==> src/rtl/refsel_pkg.sv <==
`timescale 1ns/1ps
package refsel_pkg;

    typedef enum logic [1:0] {
        ST_FREERUN  = 2'd0,
        ST_LOCKING  = 2'd1,
        ST_LOCKED   = 2'd2,
        ST_HOLDOVER = 2'd3
    } dpll_st_t;

    localparam logic [3:0] FRC_RESET  = 4'hF;
    localparam logic [7:0] MODE_RESET = 8'hCA;
    localparam logic [7:0] MODE_WMASK = 8'h7F;

    // returns {hit, index}
    function automatic logic [2:0] frc_decode(input logic [3:0] code);
        logic [2:0] r;
        case (code)
            4'h3:    r = 3'b100;
            4'h4:    r = 3'b101;
            4'h8:    r = 3'b110;
            4'h9:    r = 3'b111;
            default: r = 3'b000;
        endcase
        return r;
    endfunction

endpackage

==> src/rtl/refsel_alarm.sv <==
`timescale 1ns/1ps
module refsel_alarm #(
    parameter int TO_TICKS = 128
) (
    input  logic clk,
    input  logic rst_n,
    input  logic set_i,
    input  logic clr_i,
    input  logic tick_i,
    input  logic to_en_i,
    output logic flag_o
);
    localparam int CNT_W = (TO_TICKS > 1) ? $clog2(TO_TICKS) : 1;
    localparam logic [CNT_W-1:0] LAST = CNT_W'(TO_TICKS - 1);

    logic [CNT_W-1:0] age_q;
    logic             flag_q;

    always_ff @(posedge clk) begin
        if (!rst_n) begin
            flag_q <= 1'b0;
            age_q  <= '0;
        end else if (set_i) begin
            flag_q <= 1'b1;
            age_q  <= '0;
        end else if (clr_i) begin
            flag_q <= 1'b0;
            age_q  <= '0;
        end else if (flag_q && to_en_i && tick_i) begin
            if (age_q == LAST) begin
                flag_q <= 1'b0;
                age_q  <= '0;
            end else begin
                age_q <= age_q + 1'b1;
            end
        end
    end

    assign flag_o = flag_q;

    assert_set_wins_R8: assert property (@(posedge clk) disable iff (!rst_n)
        set_i |=> flag_o);

    assert_no_ageing_disabled_R9: assert property (@(posedge clk) disable iff (!rst_n)
        (flag_o && !to_en_i && !set_i && !clr_i) |=> flag_o);

endmodule

==> src/rtl/refsel_pick.sv <==
`timescale 1ns/1ps
module refsel_pick #(
    parameter int N_SRC  = 4,
    parameter int PRIO_W = 4,
    parameter int IDX_W  = 2
) (
    input  logic [N_SRC*PRIO_W-1:0] prio_i,
    input  logic [N_SRC-1:0]        valid_i,
    input  logic [N_SRC-1:0]        alarm_i,
    input  logic                    frc_act_i,
    input  logic [IDX_W-1:0]        frc_idx_i,
    input  logic                    revert_i,
    input  logic [IDX_W-1:0]        cur_idx_i,
    input  logic                    cur_vld_i,
    output logic [IDX_W-1:0]        nxt_idx_o,
    output logic                    nxt_vld_o,
    output logic                    switch_o,
    output logic [N_SRC-1:0]        qual_o
);
    logic [PRIO_W-1:0] eff [N_SRC];
    logic [N_SRC-1:0]  forced;
    logic [N_SRC-1:0]  qual;

    for (genvar g = 0; g < N_SRC; g++) begin : g_src
        assign forced[g] = frc_act_i && (frc_idx_i == IDX_W'(g));
        assign eff[g]    = forced[g] ? PRIO_W'(1) : prio_i[g*PRIO_W +: PRIO_W];
        assign qual[g]   = forced[g] ||
                           (valid_i[g] && !alarm_i[g] && (prio_i[g*PRIO_W +: PRIO_W] != '0));
    end

    logic              found;
    logic [IDX_W-1:0]  best_i;
    logic [PRIO_W-1:0] best_p;

    always_comb begin
        found  = 1'b0;
        best_i = '0;
        best_p = '0;
        for (int i = 0; i < N_SRC; i++) begin
            if (qual[i] && (!found || eff[i] < best_p || (eff[i] == best_p && forced[i]))) begin
                found  = 1'b1;
                best_i = IDX_W'(i);
                best_p = eff[i];
            end
        end
    end

    logic keep;
    assign keep      = cur_vld_i && qual[cur_idx_i] && !revert_i;
    assign nxt_idx_o = keep ? cur_idx_i : best_i;
    assign nxt_vld_o = keep || found;
    assign switch_o  = nxt_vld_o && cur_vld_i && (nxt_idx_o != cur_idx_i);
    assign qual_o    = qual;

endmodule

==> src/rtl/refsel_fsm.sv <==
`timescale 1ns/1ps
module refsel_fsm
    import refsel_pkg::*;
(
    input  logic     clk,
    input  logic     rst_n,
    input  logic     have_i,
    input  logic     switch_i,
    input  logic     lock_i,
    input  logic     frc_act_i,
    input  logic     sel_vld_i,
    output dpll_st_t state_o
);
    dpll_st_t state_q, state_d;

    always_ff @(posedge clk) begin
        if (!rst_n) state_q <= ST_FREERUN;
        else        state_q <= state_d;
    end

    always_comb begin
        state_d = state_q;
        unique case (state_q)
            ST_FREERUN:  if (have_i) state_d = ST_LOCKING;
            ST_LOCKING: begin
                if (!have_i)                 state_d = ST_FREERUN;
                else if (lock_i && !switch_i) state_d = ST_LOCKED;
            end
            ST_LOCKED: begin
                if (!have_i)       state_d = ST_HOLDOVER;
                else if (switch_i) state_d = ST_LOCKING;
            end
            ST_HOLDOVER: if (have_i) state_d = ST_LOCKING;
        endcase
    end

    always_comb state_o = state_q;

    assert_no_holdover_forced_R7: assert property (@(posedge clk) disable iff (!rst_n)
        $past(frc_act_i) |-> (state_o != ST_HOLDOVER));

    assert_locked_has_source_R6: assert property (@(posedge clk) disable iff (!rst_n)
        (state_o == ST_LOCKED) |-> sel_vld_i);

endmodule

==> src/rtl/refsel_top.sv <==
`timescale 1ns/1ps
module refsel_top
    import refsel_pkg::*;
#(
    parameter int N_SRC    = 4,
    parameter int PRIO_W   = 4,
    parameter int TO_TICKS = 128,
    localparam int IDX_W   = (N_SRC > 1) ? $clog2(N_SRC) : 1
) (
    input  logic                    clk,
    input  logic                    rst_n,
    input  logic [N_SRC-1:0]        src_valid,
    input  logic [N_SRC*PRIO_W-1:0] src_prio,
    input  logic [N_SRC-1:0]        alarm_set,
    input  logic                    pps_tick,
    input  logic                    dpll_lock,
    input  logic                    reg_wr,
    input  logic [1:0]              reg_addr,
    input  logic [7:0]              reg_wdata,
    output logic [7:0]              reg_rdata,
    output logic [IDX_W-1:0]        sel_idx,
    output logic                    sel_vld,
    output logic [1:0]              dpll_state
);
    localparam logic [1:0] A_FRC  = 2'd0;
    localparam logic [1:0] A_MODE = 2'd1;
    localparam logic [1:0] A_ALM  = 2'd2;
    localparam int MB_REVERT = 0;
    localparam int MB_TOEN   = 6;

    logic [3:0] frc_q;
    logic [7:0] mode_q;

    always_ff @(posedge clk) begin
        if (!rst_n) begin
            frc_q  <= FRC_RESET;
            mode_q <= MODE_RESET & MODE_WMASK;
        end else if (reg_wr) begin
            if (reg_addr == A_FRC)  frc_q  <= reg_wdata[3:0];
            if (reg_addr == A_MODE) mode_q <= reg_wdata & MODE_WMASK;
        end
    end

    logic [2:0]       frc_dec;
    logic             frc_act;
    logic [IDX_W-1:0] frc_idx;
    assign frc_dec = frc_decode(frc_q);
    assign frc_act = frc_dec[2] && (int'(frc_dec[1:0]) < N_SRC);
    assign frc_idx = IDX_W'(frc_dec[1:0]);

    logic [N_SRC-1:0] alm;
    for (genvar g = 0; g < N_SRC; g++) begin : g_alm
        logic clr;
        if (g < 8) begin : g_clr
            assign clr = reg_wr && (reg_addr == A_ALM) && reg_wdata[g];
        end else begin : g_noclr
            assign clr = 1'b0;
        end
        refsel_alarm #(.TO_TICKS(TO_TICKS)) u_alm (
            .clk(clk), .rst_n(rst_n), .set_i(alarm_set[g]), .clr_i(clr),
            .tick_i(pps_tick), .to_en_i(mode_q[MB_TOEN]), .flag_o(alm[g])
        );
    end

    logic [IDX_W-1:0] sel_q, nxt_idx;
    logic             vld_q, nxt_vld, switch;
    logic [N_SRC-1:0] qual;

    refsel_pick #(.N_SRC(N_SRC), .PRIO_W(PRIO_W), .IDX_W(IDX_W)) u_pick (
        .prio_i(src_prio), .valid_i(src_valid), .alarm_i(alm),
        .frc_act_i(frc_act), .frc_idx_i(frc_idx), .revert_i(mode_q[MB_REVERT]),
        .cur_idx_i(sel_q), .cur_vld_i(vld_q),
        .nxt_idx_o(nxt_idx), .nxt_vld_o(nxt_vld), .switch_o(switch), .qual_o(qual)
    );

    always_ff @(posedge clk) begin
        if (!rst_n) begin
            sel_q <= '0;
            vld_q <= 1'b0;
        end else begin
            sel_q <= nxt_vld ? nxt_idx : sel_q;
            vld_q <= nxt_vld;
        end
    end

    dpll_st_t st;
    refsel_fsm u_fsm (
        .clk(clk), .rst_n(rst_n), .have_i(nxt_vld), .switch_i(switch),
        .lock_i(dpll_lock), .frc_act_i(frc_act), .sel_vld_i(vld_q), .state_o(st)
    );

    always_comb begin
        case (reg_addr)
            A_FRC:   reg_rdata = {4'b0, frc_q};
            A_MODE:  reg_rdata = mode_q;
            A_ALM:   reg_rdata = 8'(alm);
            default: reg_rdata = 8'h00;
        endcase
    end

    assign sel_idx    = sel_q;
    assign sel_vld    = vld_q;
    assign dpll_state = st;

    assert_hold_nonrevertive_R3: assert property (@(posedge clk) disable iff (!rst_n)
        $past(!mode_q[MB_REVERT] && vld_q && qual[sel_q]) |-> (sel_vld && sel_idx == $past(sel_q)));

    assert_mode_msb_zero_R10: assert property (@(posedge clk) disable iff (!rst_n)
        !mode_q[7]);

endmodule

==> config.mk <==
export PLATFORM = sky130hd
export DESIGN_NAME = refsel_top
export DESIGN_NICKNAME = d
export VERILOG_FILES = /design/src/rtl/refsel_pkg.sv /design/src/rtl/refsel_alarm.sv /design/src/rtl/refsel_pick.sv /design/src/rtl/refsel_fsm.sv /design/src/rtl/refsel_top.sv
export SDC_FILE = /design/constraint.sdc
export NUM_CORES = 1
export LEC_CHECK = 0
export ABC_CLOCK_PERIOD_IN_PS = 9000
export BUFFER_PORTS_ARGS = -buffer_cell sky130_fd_sc_hd__buf_2
export CAP_MARGIN = 25
export CORE_ASPECT_RATIO = 0.9
export CORE_MARGIN = 2
export CORE_UTILIZATION = 35
export CTS_BUF_LIST = sky130_fd_sc_hd__clkbuf_16
export CTS_CLUSTER_SIZE = 25
export DETAILED_ROUTE_END_ITERATION = 10
export GPL_ROUTABILITY_DRIVEN = 0
export PLACE_DENSITY = 0.56
export SLEW_MARGIN = 20
export SYNTH_ARGS = -nofsm -noshare
export SYNTH_HDL_FRONTEND = slang
export SYNTH_SLANG_ARGS = --single-unit
export TNS_END_PERCENT = 1
==> constraint.sdc <==
create_clock -name clk -period 9 [get_ports clk]
set_input_delay 0.45 -clock clk [delete_from_list [all_inputs] [get_ports clk]]
set_output_delay 0.45 -clock clk [all_outputs]
set_load 0.05 [all_outputs]
# --- Yosys cells after proc, flatten, opt, wreduce, memory -nomap -nowiden ---
# Cells that the tools add are included.
op_classes:
  mux: 45
  n_mul: 0
  bitwise: 1
  div_mod_pow: 0
  eq_ne: 23
  reduce_logical: 83
  n_addsub: 4
  shifts: 0
  n_lt_le_gt_ge: 4
op_table:
  columns: ["cell", "n"]
  rows:
  - ["$logic_and A1 B1 Y1", 36]
  - ["$add A7 B1 Y7 const B", 4]
  - ["$eq A7 B7 Y1 const B", 4]
  - ["$mux W4", 7]
  - ["$mux W7", 4]
  - ["$reduce_bool A3 Y1", 8]
  - ["$mux W1", 22]
  - ["$pmux W7 S3", 1]
  - ["$mux W2", 8]
  - ["$reduce_bool A4 Y1", 4]
  - ["$eq A4 B4 Y1", 3]
  - ["$lt A4 B4 Y1", 3]
  - ["$pmux W3 S4", 1]
  - ["$reduce_and A2 Y1", 6]
  - ["$reduce_or A3 Y1", 4]
  - ["$logic_or A1 B1 Y1", 11]
  - ["$eq A2 B2 Y1 const B", 5]
  - ["$logic_not A1 Y1", 9]
  - ["$eq A4 B4 Y1 const B", 2]
  - ["$eq A2 B1 Y1 const B", 3]
  - ["$logic_not A2 Y1", 3]
  - ["$ne A3 B2 Y1 const B", 2]
  - ["$pmux W2 S3", 1]
  - ["$eq A4 B2 Y1 const B", 1]
  - ["8 further kinds", 8]
word_totals:
  in_bits: 39
  output_inout_bits: 13
  reg_bits: 48
  rom_bits: 0
  ramBits: 0
  word_cells: 173
  latchBits: 0
  memories: 0

# --- Longest topological paths before layout ---
logic_depth:
  ltp_word: 29
  ltp_mapped: 29
  depth_no_buf: 29

# --- By module ---
# Synthesis repeated with hierarchy kept, for this count alone.
hier_totals:
  hier_cells: 397
  area_unflattened_um2: 3299.4
by_module_without_submodules:
  columns: ["module", "cells_per_inst", "area_each_um2", "n_inst"]
  rows:
  - ["refsel_alarm", 45, 390.4, 4]
  - ["refsel_top", 84, 785.8, 1]
  - ["refsel_pick", 112, 774.5, 1]
  - ["refsel_fsm", 21, 177.7, 1]

# --- Least setup slack after synthesis ---
# Ideal clock, no wire load.
synth_path:
  path_type: "register -> register"
  startpoint: "reg frc_q[0]"
  endpoint: "reg u_fsm.state_q[1], in the netlist u_fsm.state_o[1]"
  setup_slack_ns: 2.806
  path_stages_with_launch: 28
  arrival_ns: 6.075
  synth_period_minus_slack_ns: 6.194
  setup_time_ns: 0.120
  required_ns: 8.880
  path_cell_list: "dfxtp_1 or4b_2 nand2_1 inv_1 ha_1 nor2b_1 o21a_1 o21a_1 o21ai_0 nand2b_1 nand2_1 a31oi_1 ha_1 and2_1 and4_1 a21o_2 o21ai_2 nor2_1 a21o_1 ha_1 and2_0 a221o_1 a31o_2 a311o_1 a41o_1 a311o_1 and3_1 o31a_1"
synth_between:
  elab_chain_cells: 28
synth_rtl:
  columns: ["element", "line", "text"]
  rows:
  - ["start: declaration", "refsel_top.sv:31", "logic [3:0] frc_q;"]
  - ["start signal: assignment", "refsel_top.sv:39", "if (reg_addr == A_FRC) frc_q <= reg_wdata[3:0];"]
  - ["$eq A4 B4 Y1, or another cell as far along", "refsel_pkg.sv:18", "case (code)"]
  - ["$pmux W3 S4 *", "refsel_pkg.sv:18", null]
  - ["$logic_not A2 Y1", "refsel_pick.sv:25", "assign forced[g] = frc_act_i && (frc_idx_i == IDX_W'(g));"]
  - ["$logic_and A1 B1 Y1", "refsel_pick.sv:25", null]
  - ["$mux W4 / $logic_or A1 B1 Y1 (equally long branches)", "refsel_pick.sv:26, refsel_pick.sv:27", null]
  - ["$mux W4 / $mux W1 (equally long branches)", "refsel_pick.sv:40", "if (qual[i] && (!found || eff[i] < best_p || (eff[i] == best_p && forced[i]))) begin"]
  - ["$lt A4 B4 Y1, or another cell as far along", "refsel_pick.sv:40", null]
  - ["$logic_or A1 B1 Y1 / $logic_and A1 B1 Y1 (equally long branches)", "refsel_pick.sv:40", null]
  - ["(+12 left out)", null, null]
  - ["$mux W2 / $mux W1 (equally long branches)", "refsel_pick.sv:40", null]
  - ["$mux W2 / $logic_or A1 B1 Y1 (equally long branches)", "refsel_pick.sv:50, refsel_pick.sv:51", null]
  - ["$ne A2 B2 Y1 / $logic_and A1 B1 Y1 (equally long branches)", "refsel_pick.sv:52", "assign switch_o = nxt_vld_o && cur_vld_i && (nxt_idx_o != cur_idx_i);"]
  - ["$logic_and A1 B1 Y1", "refsel_pick.sv:52", null]
  - ["$logic_not A1 Y1", "refsel_fsm.sv:27", "else if (lock_i && !switch_i) state_d = ST_LOCKED;"]
  - ["$logic_and A1 B1 Y1", "refsel_fsm.sv:27", null]
  - ["$ne A3 B2 Y1 (no line)", null, null]
  - ["$reduce_and A3 Y1 (no line)", null, null]
  - ["end signal: assignment", "refsel_fsm.sv:18", "else state_q <= state_d;"]
  - ["end: declaration", "refsel_fsm.sv:14", "dpll_st_t state_q, state_d;"]
# Every way passes the cells marked *; elsewhere a longest branch is shown, timed or not. The select of a mux whose other input is x is not followed.
# A chain may end at the register's enable or synchronous reset.

# --- Final worst setup path ---
layout_path:
  startpoint: "reg frc_q[2]"
  endpoint: "reg u_fsm.state_q[1], in the netlist u_fsm.state_o[1]"
# Same word-level chain as after synthesis.

==> results.sh <==
export IMPL_n_antenna_cell=0
export IMPL_post_cts_buffers=0
export IMPL_yosysMostFrequentCell="dfxtp_1"
export IMPL_power_switching_mw=0.178
export IMPL_num_vias=2697
export IMPL_synth_area_top_cells="dfxtp_1, ha_1, nand2_1"
export IMPL_synth_area_um2=3010
export IMPL_synth_edff_count=0
export IMPL_hold_class="primary input to flop"
export IMPL_p_sw_share_pct=32.0
export IMPL_path_max_fanout=9
export IMPL_path_clk_slew_ns=0.07
export IMPL_die_h_um=91.9
export IMPL_clock_path_buffers=2
export IMPL_root_buffer="clkbuf_16"
export IMPL_drt_pre_antenna_iters=4
export IMPL_synth_ff_type="dfxtp_1"
export IMPL_wl_per_cell_um=13.0
export IMPL_dr_first_iter_drc_count=150
export IMPL_hold_ws_ns=0.396
export IMPL_drc=0
export IMPL_use_met1_pct=21.4
export IMPL_cp_start_kind="flop"
export IMPL_p_clk_share_pct=32.4
export IMPL_yosysWarnings=0
export IMPL_drtAntennaViolNets=0
export IMPL_io_pins=52
export IMPL_synth_top_family_by_area="simple AND/OR/NAND/NOR gates"
export IMPL_ys_seq_elements=48
export IMPL_fill_cells=867
export IMPL_numPortBuffers=49
export IMPL_cts_tree="yes"
export IMPL_tns_ns=0
export IMPL_synth_mux_area_share_pct=5.08
export IMPL_layout_drive_gt1_share_pct=16.7
export IMPL_grt_pass1_vias=2579
export IMPL_met2_usage_pct=24.6
export IMPL_die_width_um=102
export IMPL_end_kind="flop"
export IMPL_clkLatencyLatePin_ns=0.29
export IMPL_status="finished, final reports clean"
export IMPL_cap_violations=0
export IMPL_vias_per_cell=5.00
export IMPL_synth_top_cell_area_share_pct=32.0
export IMPL_cts_hold_buf=0
export IMPL_rsz0062_at_grt="false"
export IMPL_coreArea_um2=8450
export IMPL_leakagePower_nw=1.47
export IMPL_finalSetupViolations=0
export IMPL_antenna_found_initial=0
export IMPL_power_share_combinational_pct=25.7
export IMPL_gr_usage_met3_pct=3.35
export IMPL_grt_busiest_layer="met2"
export IMPL_irDropWorstVdd_v=0.0000880
export IMPL_fin_nets=477
export IMPL_arrival_ns=6.99
export IMPL_max_slew_margin_pct=36.5
export IMPL_worstSetupPathType="flop to flop"
export IMPL_finalCritPeriodShare_pct=75.7
export IMPL_cell_internal_pwr_mw=0.378
export IMPL_grt_pass1_wl_um=11700
export IMPL_fin_crit_ns=6.81
export IMPL_die_area_um2=9340
export IMPL_async_reset_ff_share_pct=0
export IMPL_required_ns=9.17
export IMPL_htreeDepth=2
export IMPL_grt_start_max_net_pins=26
export IMPL_synth_adder_area_share_pct=7.91
export IMPL_initial_core_util_pct=35.6
export IMPL_grtUsageTotal_pct=15.6
export IMPL_area_growth_pct=16.9
export IMPL_yosys_area_top_type="dfxtp_1"
export IMPL_report_final_slew_viol_count=0
export IMPL_fmaxAchievable_ghz=0.147
export IMPL_rows=32
export IMPL_powerDensity_nw_per_um2=158
export IMPL_syn_inst=369
export IMPL_tightestPinTransition_ns=0.939
export IMPL_cts_sinks=48
export IMPL_finClkSkew_ns=0.00719
export IMPL_cts_buffers=5
export IMPL_hold_violations=0
export IMPL_globalRouteOverflowTotal=0
export IMPL_avgSynthCellArea_um2=8.14
export IMPL_pwr_share_seq_pct=41.9
export IMPL_yosys_area_share_simple_pct=31.2
export IMPL_synth_compound_area_share_pct=14.4
export IMPL_ys_types=55
export IMPL_wirelength_um=7010
export IMPL_place_hpwl_um=5510
export IMPL_cts_resized=0
export IMPL_synth_yosys_seq_area_share_pct=32.0
export IMPL_syn_nets=427
export IMPL_synthXorXnorAreaFrac_pct=6.41
export IMPL_synthTopCellsByCount="dfxtp_1, nand2_1, nor2_1"
==> metrics by stage <==
step / area [um2] / power, mW / utilization, % / std cells / setup WS, ns
after detailed placement: 3370 / 0.380 / 39.9 / 530 / 2.28
after CTS: 3510 / 0.562 / 41.5 / 538 / 2.23
final: 3510 / 0.556 / 41.6 / 539 / 2.19
after global placement: 3370 / 0.377 / 39.9 / 530 / 2.31
after global routing: 3510 / 0.587 / 41.6 / 539 / 1.75
after floorplan: 3010 / 0.342 / - / 369 / 2.81
==> registers in the layout, summed over array words and instances, names as in the netlist <==
signal              cells
frc_q                   4
g_alm.u_alm.age_q      28
g_alm.u_alm.flag_o      4
mode_q                  7
sel_idx                 2
sel_vld                 1
u_fsm.state_o           2
==> placed cells by master (no fill, tap or decap), drive strengths merged, types with 5 or more instances in the layout <==
cell type,instances
o21ai,13
nor2,46
xor2,12
buf,50
nand3,21
ha,19
and4,7
and3,9
inv,14
nand2,47
and2,5
mux2i,13
dfxtp,48
xnor2,10
nand2b,5
nor2b,13
a21boi,5
o21a,6
clkbuf,6
a21oi,8
a31oi,9
==> area by class of cell <==
cell class                 count  area (um2)  area share [%]
multi-input combinational    300        1960            55.7
tap                          119         149            4.24
clock buffer                   5         125            3.56
inverter                      13        48.8            1.39
clock inverter                 3        15.0           0.427
timing repair buffer          51         258            7.34
sequential                    48         961            27.4
==> routing by layer <==
| metal | part of all wire (%) | routed length [um] | up-vias |
|---|---|---|---|
| met5 | 0 | 0 | - |
| met4 | 1.3 | 93 | 0 |
| met3 | 3.7 | 262 | 10 |
| met2 | 44 | 3120 | 43 |
| met1 | 50 | 3540 | 1238 |
| li1 | - | - | 1406 |
==> final timing paths <==
kind | start | end | slack, ns | depth (start not counted)
worst max-delay path | frc_q[2]$_SDFFE_PN1P_ | u_fsm.state_o[1]$_SDFFE_PN0P_ | 2.19 | 27
worst min-delay path | alarm_set[1] | g_alm[1].u_alm.flag_o$_SDFFE_PN0P_ | 0.40 | 3
worst max register to register | frc_q[2]$_SDFFE_PN1P_ | u_fsm.state_o[1]$_SDFFE_PN0P_ | 2.19 | 27
worst min register to register | mode_q[5]$_SDFFE_PN0P_ | mode_q[5]$_SDFFE_PN0P_ | 0.46 | 2
==> power groups by stage <==
stage	sequential [mW]	clock [mW]	combinational [mW]
after floorplan	0.254	0	0.0882
after global routing	0.235	0.192	0.160
after detailed placement	0.238	0	0.142
final	0.233	0.180	0.143
after global placement	0.237	0	0.140
after CTS	0.233	0.186	0.143
==> critical path, cell delays in order (launching register included) <==
cell and delay [ns]:
dfxtp_1 0.43, or4b_2 0.67, nand2_1 0.12, inv_1 0.05
ha_1 0.29, nor2b_1 0.13, o21a_1 0.16, o21a_1 0.18
o21ai_0 0.17, nand2b_1 0.18, nand2_1 0.12, a31oi_1 0.30
ha_1 0.28, and2_1 0.16, and4_1 0.20, a21o_2 0.20
o21ai_2 0.29, nor2_1 0.07, a21o_1 0.17, ha_1 0.28
and2_0 0.15, a221o_1 0.36, a31o_2 0.28, a311o_1 0.36
a41o_1 0.25, a311o_1 0.34, and3_1 0.19, o31a_1 0.28
==> logic make-up after synthesis <==
family / after synthesis
flip-flops: 48
multiplexers: 14
other: 1
AO/OA/AOI/OAI: 62
XOR/XNOR: 22
buffers and inverters: 21
AND/OR/NAND/NOR: 182
adder cells (fa/ha/maj): 19
Power figures use the tool's default switching activity.
